`src/rtl/ata_tf_pkg.sv`:
```
package ata_tf_pkg;
    localparam int REG_W    = 8;
    localparam int WORD_W   = 16;
    localparam int ADDR_W   = 3;
    localparam int ID_WORDS = 256;
    localparam int IDX_W    = $clog2(ID_WORDS);

    localparam logic [ADDR_W-1:0] OFS_DATA = 3'd0;
    localparam logic [ADDR_W-1:0] OFS_ERR  = 3'd1;
    localparam logic [ADDR_W-1:0] OFS_CNT  = 3'd2;
    localparam logic [ADDR_W-1:0] OFS_LBA0 = 3'd3;
    localparam logic [ADDR_W-1:0] OFS_LBA1 = 3'd4;
    localparam logic [ADDR_W-1:0] OFS_LBA2 = 3'd5;
    localparam logic [ADDR_W-1:0] OFS_DEV  = 3'd6;
    localparam logic [ADDR_W-1:0] OFS_CMD  = 3'd7;

    localparam logic [REG_W-1:0] OP_READ_DMA  = 8'hC8;
    localparam logic [REG_W-1:0] OP_WRITE_DMA = 8'hCA;
    localparam logic [REG_W-1:0] OP_FLUSH     = 8'hE7;
    localparam logic [REG_W-1:0] OP_IDENT     = 8'hEC;

    typedef enum logic [1:0] {
        SQ_IDLE,
        SQ_IDENT,
        SQ_FLUSH,
        SQ_DMA
    } seq_state_e;

    typedef struct packed {
        logic bsy;
        logic drdy;
        logic df;
        logic rsv4;
        logic drq;
        logic rsv2;
        logic rsv1;
        logic err;
    } status_t;

    typedef struct packed {
        logic [REG_W-1:0] cnt;
        logic [REG_W-1:0] lba0;
        logic [REG_W-1:0] lba1;
        logic [REG_W-1:0] lba2;
        logic [REG_W-1:0] dev;
    } shadow_t;

    function automatic logic [WORD_W-1:0] ident_word(input logic [IDX_W-1:0] idx);
        logic [7:0] lo;
        lo = 8'(idx);
        if (idx == IDX_W'(0))       return 16'h0040;
        else if (idx == IDX_W'(85)) return 16'h0020;
        else                        return {~lo, lo};
    endfunction
endpackage

```
`src/rtl/ata_tf_shadow.sv`:
```
module ata_tf_shadow
    import ata_tf_pkg::*;
(
    input  logic              clk,
    input  logic              rst,
    input  logic              wr,
    input  logic [ADDR_W-1:0] addr,
    input  logic [REG_W-1:0]  wdata,
    output shadow_t           regs
);
    always_ff @(posedge clk) begin
        if (rst) begin
            regs <= '0;
        end else if (wr) begin
            case (addr)
                OFS_CNT:  regs.cnt  <= wdata;
                OFS_LBA0: regs.lba0 <= wdata;
                OFS_LBA1: regs.lba1 <= wdata;
                OFS_LBA2: regs.lba2 <= wdata;
                OFS_DEV:  regs.dev  <= wdata;
                default:  ;
            endcase
        end
    end

    // a write elsewhere leaves the count register alone
    a_r2_cnt_hold: assert property (@(posedge clk) disable iff (rst)
        (wr && addr != OFS_CNT) |=> $stable(regs.cnt));
endmodule

```
`src/rtl/ata_tf_idrom.sv`:
```
module ata_tf_idrom
    import ata_tf_pkg::*;
(
    input  logic [IDX_W-1:0]  idx,
    output logic [WORD_W-1:0] word
);
    always_comb word = ident_word(idx);
endmodule

```
`src/rtl/ata_tf_seq.sv`:
```
module ata_tf_seq
    import ata_tf_pkg::*;
(
    input  logic             clk,
    input  logic             rst,
    input  logic             cmd_wr,
    input  logic [REG_W-1:0] cmd_code,
    input  logic             data_rd,
    input  logic             status_rd,
    input  logic             flush_done,
    input  logic             dma_done,
    output status_t          status,
    output logic             irq,
    output logic [IDX_W-1:0] widx,
    output logic             flush_start,
    output logic             dma_start,
    output logic             dma_to_host
);
    localparam logic [IDX_W-1:0] LAST_IDX = IDX_W'(ID_WORDS - 1);

    seq_state_e st;
    logic       err;
    logic       busy;
    logic       accept;

    assign busy   = (st == SQ_FLUSH) || (st == SQ_DMA);
    assign accept = cmd_wr && !busy;

    always_comb begin
        status      = '0;
        status.bsy  = busy;
        status.drdy = 1'b1;
        status.drq  = (st == SQ_IDENT);
        status.err  = err;
    end

    always_ff @(posedge clk) begin
        if (rst) begin
            st          <= SQ_IDLE;
            err         <= 1'b0;
            irq         <= 1'b0;
            widx        <= '0;
            flush_start <= 1'b0;
            dma_start   <= 1'b0;
            dma_to_host <= 1'b0;
        end else begin
            flush_start <= 1'b0;
            dma_start   <= 1'b0;
            if (status_rd) irq <= 1'b0;
            if (accept) begin
                err  <= 1'b0;
                widx <= '0;
                case (cmd_code)
                    OP_IDENT: begin
                        st  <= SQ_IDENT;
                        irq <= 1'b1;
                    end
                    OP_FLUSH: begin
                        st          <= SQ_FLUSH;
                        flush_start <= 1'b1;
                    end
                    OP_READ_DMA: begin
                        st          <= SQ_DMA;
                        dma_start   <= 1'b1;
                        dma_to_host <= 1'b1;
                    end
                    OP_WRITE_DMA: begin
                        st          <= SQ_DMA;
                        dma_start   <= 1'b1;
                        dma_to_host <= 1'b0;
                    end
                    default: begin
                        st  <= SQ_IDLE;
                        err <= 1'b1;
                        irq <= 1'b1;
                    end
                endcase
            end else begin
                case (st)
                    SQ_IDENT: if (data_rd) begin
                        if (widx == LAST_IDX) begin
                            st   <= SQ_IDLE;
                            widx <= '0;
                        end else begin
                            widx <= widx + 1'b1;
                        end
                    end
                    SQ_FLUSH: if (flush_done) begin
                        st  <= SQ_IDLE;
                        irq <= 1'b1;
                    end
                    SQ_DMA: if (dma_done) begin
                        st  <= SQ_IDLE;
                        irq <= 1'b1;
                    end
                    default: ;
                endcase
            end
        end
    end

    // the last data word closes the phase
    a_r3_ident_end: assert property (@(posedge clk) disable iff (rst)
        (st == SQ_IDENT && data_rd && !cmd_wr && widx == LAST_IDX) |=> (st == SQ_IDLE && !status.drq));
    // flush request is a single-cycle pulse
    a_r5_flush_pulse: assert property (@(posedge clk) disable iff (rst)
        flush_start |=> !flush_start);
    // DMA handoff coincides with busy
    a_r6_dma_busy: assert property (@(posedge clk) disable iff (rst)
        dma_start |-> status.bsy);
    // a pending flush survives command writes
    a_r8_busy_hold: assert property (@(posedge clk) disable iff (rst)
        (st == SQ_FLUSH && !flush_done) |=> (st == SQ_FLUSH));
    // status read in idle with no new command drops the request
    a_r9_irq_clear: assert property (@(posedge clk) disable iff (rst)
        (status_rd && st == SQ_IDLE && !cmd_wr) |=> !irq);
endmodule

```
`src/rtl/ata_taskfile_ctrl.sv`:
```
module ata_taskfile_ctrl
    import ata_tf_pkg::*;
(
    input  logic        clk,
    input  logic        rst,
    input  logic [2:0]  reg_addr,
    input  logic        reg_wr,
    input  logic        reg_rd,
    input  logic [7:0]  wr_data,
    output logic [15:0] rd_data,
    output logic        irq,
    output logic        flush_start,
    input  logic        flush_done,
    output logic        dma_start,
    output logic        dma_to_host,
    input  logic        dma_done
);
    shadow_t           regs;
    status_t           status;
    logic [IDX_W-1:0]  widx;
    logic [WORD_W-1:0] id_word;
    logic              cmd_wr, data_rd, status_rd;

    assign cmd_wr    = reg_wr && (reg_addr == OFS_CMD);
    assign data_rd   = reg_rd && (reg_addr == OFS_DATA);
    assign status_rd = reg_rd && (reg_addr == OFS_CMD);

    ata_tf_shadow u_shadow (
        .clk(clk), .rst(rst), .wr(reg_wr), .addr(reg_addr),
        .wdata(wr_data), .regs(regs)
    );

    ata_tf_idrom u_rom (.idx(widx), .word(id_word));

    ata_tf_seq u_seq (
        .clk(clk), .rst(rst), .cmd_wr(cmd_wr), .cmd_code(wr_data),
        .data_rd(data_rd), .status_rd(status_rd),
        .flush_done(flush_done), .dma_done(dma_done),
        .status(status), .irq(irq), .widx(widx),
        .flush_start(flush_start), .dma_start(dma_start),
        .dma_to_host(dma_to_host)
    );

    always_comb begin
        rd_data = '0;
        case (reg_addr)
            OFS_DATA: rd_data = status.drq ? id_word : '0;
            OFS_ERR:  rd_data = {13'd0, status.err, 2'b00};
            OFS_CNT:  rd_data = {8'd0, regs.cnt};
            OFS_LBA0: rd_data = {8'd0, regs.lba0};
            OFS_LBA1: rd_data = {8'd0, regs.lba1};
            OFS_LBA2: rd_data = {8'd0, regs.lba2};
            OFS_DEV:  rd_data = {8'd0, regs.dev};
            default:  rd_data = {8'd0, status};
        endcase
    end
endmodule

```
`config.mk`:
```
export PLATFORM = sky130hd
export DESIGN_NAME = ata_taskfile_ctrl
export DESIGN_NICKNAME = d
export VERILOG_FILES = /design/src/rtl/ata_tf_pkg.sv /design/src/rtl/ata_tf_shadow.sv /design/src/rtl/ata_tf_idrom.sv /design/src/rtl/ata_tf_seq.sv /design/src/rtl/ata_taskfile_ctrl.sv
export SDC_FILE = /design/constraint.sdc
export NUM_CORES = 1
export LEC_CHECK = 0
export CAP_MARGIN = 20
export CORE_MARGIN = 4
export CORE_UTILIZATION = 49
export DETAILED_ROUTE_END_ITERATION = 16
export PLACE_DENSITY = 0.71
export REMOVE_ABC_BUFFERS = 1
export SLEW_MARGIN = 5
export SYNTH_ARGS = -nofsm -noshare
export SYNTH_HDL_FRONTEND = slang
export SYNTH_SLANG_ARGS = --single-unit
```
`constraint.sdc`:
```
create_clock -name clk -period 3.2 [get_ports clk]
set_input_delay 0.8 -clock clk [delete_from_list [all_inputs] [get_ports clk]]
set_output_delay 0.8 -clock clk [all_outputs]
set_load 0.01 [all_outputs]
```
Yosys cells after proc, flatten, opt, wreduce, memory -nomap -nowiden
Cells that the tools add are included.
{"block": "totals", "word_cells": 80, "ff_bits": 55, "output_inout_bits": 20, "inputBits": 17}
{"block": "classes", "n_reduce_logical": 23, "n_addsub": 1, "n_bitwise": 2, "eq_ne": 20, "n_mux": 22}
{"operator": "16-bit case mux with 7 select lines", "count": 1}
{"operator": "16-bit 2-to-1 mux", "count": 3}
{"operator": "8-bit == test (second input constant)", "count": 5}
{"operator": "2-bit AND reduction", "count": 7}
{"operator": "3-bit == test (second input constant)", "count": 4}
{"operator": "2-bit case mux with 3 select lines", "count": 2}
{"operator": "2-bit 2-to-1 mux", "count": 5}
{"operator": "8-bit by 1-bit adder with 8-bit output (second input constant)", "count": 1}
{"operator": "8-bit by 7-bit == test with 1-bit output (second input constant)", "count": 1}
{"operator": "8-bit logical NOT", "count": 1}
{"operator": "1-bit 2-to-1 mux", "count": 8}
{"operator": "8-bit 2-to-1 mux", "count": 1}
{"operator": "8-bit inverter", "count": 1}
{"operator": "3-bit by 2-bit == test with 1-bit output (second input constant)", "count": 2}
{"operator": "3-bit by 1-bit != test with 1-bit output (second input constant)", "count": 2}
{"operator": "3-bit by 2-bit != test with 1-bit output (second input constant)", "count": 2}
{"operator": "2-bit OR reduction", "count": 3}
{"operator": "5-bit AND reduction", "count": 1}
{"operator": "2-bit == test (second input constant)", "count": 2}
{"operator": "1-bit logical AND", "count": 4}
{"operator": "1-bit case mux with 2 select lines", "count": 2}
{"operator": "4-bit nonzero test", "count": 1}
{"operator": "4-bit OR reduction", "count": 1}
{"operator": "3-bit by 1-bit == test with 1-bit output (second input constant)", "count": 1}
{"operator": "other kinds (7)", "count": 7}

Depth between registers and ports, before layout
{"block": "logic_depth", "depth_word": 6, "depth_mapped": 7, "depth_no_buf": 6}

By module
A second synthesis with hierarchy kept.
{"block": "unflattened", "cells_unflattened": 379, "area_unflattened_um2": 3378.2}
{"module": "ata_tf_shadow", "instances": 1, "area_per_inst_um2": 1631.6, "cells_each": 145, "seq_area_each_um2": 800.8}
{"module": "ata_tf_seq", "instances": 1, "area_per_inst_um2": 898.4, "cells_each": 109, "seq_area_each_um2": 300.3}
{"module": "ata_taskfile_ctrl", "instances": 1, "area_per_inst_um2": 624.3, "cells_each": 90, "seq_area_each_um2": 0.0}
{"module": "ata_tf_idrom", "instances": 1, "area_per_inst_um2": 224.0, "cells_each": 35, "seq_area_each_um2": 0.0}

Worst setup path before layout
Ideal clock, no wire load.
{"block": "synth_timing", "path_kind": "in2out", "from": "input port reg_addr[0]", "to": "output port rd_data[6]", "n_path_buf": 3, "t_required_ns": 2.400, "arrival_time_ns": 1.900, "path_stages": 6, "slack_ns": 0.500, "cell_sequence": "buf_2 buf_2 buf_2 mux2i_1 o21ai_0 a21o_1"}
{"block": "synth_between", "elab_chain_cells": 2, "elab_cells_between_ends": 8, "classes_between": "eq/ne: 6; mux: 1; reduce/logical: 1"}
{"element": "start, declared", "line_no": "ata_taskfile_ctrl.sv:6", "text": "input logic [2:0] reg_addr,"}
{"element": "3-bit == test (tied with other cells)", "line_no": "ata_taskfile_ctrl.sv:46", "text": "case (reg_addr)"}
{"element": "16-bit case mux with 7 select lines (*)", "line_no": "ata_taskfile_ctrl.sv:46"}
{"element": "end, declared", "line_no": "ata_taskfile_ctrl.sv:10", "text": "output logic [15:0] rd_data,"}
Mark *: on every way between the ends. The rest lies on a longest branch, timed or not.

Final worst setup path
{"block": "layout_timing", "from": "input port reg_addr[0]", "to": "output port rd_data[3]"}
Same word-level chain as after synthesis.

==> results.txt <==
Outcome: complete, no violations
Utilization after layout: 64.53%
Via-to-Cell Ratio: 5.696
Post-DP HPWL: 5900 µm
Die H: 84.29 µm
Worst path arrival time: 2.30 ns
Worst-path fanout max: 9
Unrepaired setup endpoints after global routing: false
Async S/R FF share, synth: 0%
Antenna-violating nets left: 0
Register area: 0.001101 mm²
Starting density of the core: 51.16%
Leakage: 0.001429 µW
H-tree levels: 2
Hold path depth: 2
Worst clock skew: 0.008712 ns
Syn Area/Cell: 7.855 µm²
Site row count: 27
CTS Buf Count: 5
Unique cell type count in the Yosys netlist: 52
CTS clk-pin slew, worst paths: 0.09 ns
Place WS: -0.4192 ns
Peak supply drop: 0.0003383 V
PD cells: 355.2 mW/mm²
Die area: 0.007104 mm²
Met2 global-route usage: 35.80%
Total global routing overflow: 0
Area fraction of the dominant cell type after synthesis: 38.61%
Clk buf depth: 2
DRC viols: 0
Min Tclk post-route: 3.096 ns
Reg2Reg Depth: 4
Startpoint Class: input port
# nets final: 437
Vias: 2791
Primary FF master, synth: dfxtp_1
Worst Hold Class: reg -> reg
Vias in the first global route: 2508
Final Cell Area: 0.003597 mm²
Number of synthesized flops with an enable pin: 0
TritonCTS clock tree: yes
Setup Crit Path Kind: in -> out
PortBufs: 36
DRT iter0 DRCs: 207
Slew margin rel.: 60.11%
Slew @ Worst Pin: 0.5962 ns
IO Pins: 37
Cells after Synth: 363
Gpl congestion: 0.8734
Hold Violations, Final: 0
Synth warn: 0
Top-count cell post-synth: nand2_1
Setup WS post-layout: 0.1038 ns
Post-synthesis sequential area ratio: 38.61%
Total Wirelength: 7838 µm
Non-Filler Instances: 490
Placed cells: 477
Filler instances: 513
N_diodes: 0
Met3 Usage GRT: 3.925%
#FFs+latches synth: 55
Worst skew pair latency: 0.31 ns
Total core area: 0.005574 mm²
CTS sink cnt: 55
CTS Hold Buffers Added: 0
Initial antenna violation count: 0
Placed Area: 0.003450 mm²
Max cap viols: 0
Share of layout cells above drive strength 1: 14.35%
Area of the multi-input gates: 0.001623 mm²
DIE WIDTH: 84.29 µm
CTS root buf: clkbuf_8
Area Overhead vs Synth: 26.15%
Achievable Freq: 323.0 MHz
Synth Cell Area: 0.002851 mm²
Drt wl/cell: 16.00 µm
Top cell type by total area after synthesis: dfxtp_1
CP required: 2.40 ns
Total track usage: 22.06%
Post-synth top cells: nand2_1 (86), dfxtp_1 (55), a21oi_1 (38), nor2_1 (29), mux2i_1 (20)
Final setup viols: 0
Global-route wire length before repair: 12700 µm
Initial DRT Pass Iterations: 5
Largest net degree at the start of global routing: 31
CP endpoint kind: output pin
Grt peak-use layer: met2
Area contributors post-synth: dfxtp_1 (39%), nand2_1 (11%), mux2i_1 (7.0%), a21oi_1 (6.7%), nor2_1 (3.8%)
M1 GR Usage: 29.26%
Fin. max-slew vios: 0
Final Cycle Share: 96.76%
## path summary, 6_finish.rpt
check | end | slack (ns) | from
setup / recovery | rd_data[3] | 0.10 | reg_addr[0]
hold / removal | u_shadow.regs[26] | 0.46 | u_shadow.regs[26]
setup reg to reg | u_seq.widx[7] | 1.33 | u_seq.st[0]
hold reg to reg | u_shadow.regs[26] | 0.46 | u_shadow.regs[26]
## through the flow
step                      total power, µW  TNS (ns)  hold slack (ns)
after CTS                            1284         0           0.4604
after global placement              871.9    -4.469           0.4413
after floorplan                     770.3         0           0.4268
after global routing                 1330         0           0.4768
after detailed placement            874.4    -4.695           0.4468
final                                1278         0           0.4610
## cell families (layout without fill, tap and decap cells)
logic type,count (synthesis),in the layout,share of synthesized area [%]
and+or+nand+nor,167,167,28.48
xor gates and xnor gates,4,4,1.229
AOI/OAI and AO/OA,74,74,16.32
DFF,55,55,38.61
buffers and inverters,35,90,5.046
adders and majority gates,3,3,1.317
muxes,25,25,8.995
## power by group
part / internal, µW / switching, µW
Combinational: 73.9 / 87.5
Sequential: 696 / 6.94
Clock: 177 / 237
## area by class of cell
type	instances	area share, %
timing repair buffer	71	17.88
tap	72	2.504
clock buffer	6	2.296
clock inverter	2	0.4522
multi-input combinational	273	45.11
inverter	11	1.148
sequential	55	30.61
## routing by layer
layer / share of wire [%] / routed length, µm / up-vias
met3: 6.0 / 471 / 14
met5: 0 / 0 / -
li1: - / - / 1365
met1: 45 / 3537 / 1323
met4: 2.1 / 163 / 0
met2: 47 / 3666 / 89
## flip-flops by register name, summed over array words and instances (netlist names)
name / flops
u_seq.widx: 8
u_seq.dma_start: 1
u_seq.flush_start: 1
u_seq.irq: 1
u_seq.st: 2
u_seq.err: 1
u_seq.dma_to_host: 1
u_shadow.regs: 40
## worst max-delay path: stages
cell           delay (ns)
dlygate4sd2_1        0.26
buf_12               0.15
buf_4                0.14
buf_4                0.15
nand3_1              0.07
o21ai_0              0.13
a221o_1              0.32
dlygate4sd2_1        0.29
## repair_timing
action                     4_1_cts  5_1_grt
buffers inserted                 5        0
setup endpoints to repair       16        4
resized for setup               24        4
## layout by cell type, fill, tap and decap left out, types with 3 or more instances in the layout
cell type         n
nand2_1          86
dfxtp_1          55
a21oi_1          38
buf_4            32
nor2_1           29
mux2i_1          20
clkdlybuf4s50_1  17
dlygate4sd2_1    14
inv_1            11
o21ai_0           9
nand3_1           8
nand2b_1          6
clkbuf_8          6
nor3_1            5
mux2_2            5
nor2b_1           5
nand4_1           4
o221ai_1          3
o32ai_1           3
a221o_1           3
and3_1            3
xnor2_1           3
ha_1              3
dlymetal6s2s_1    3
(Power assumes the default switching activity.)
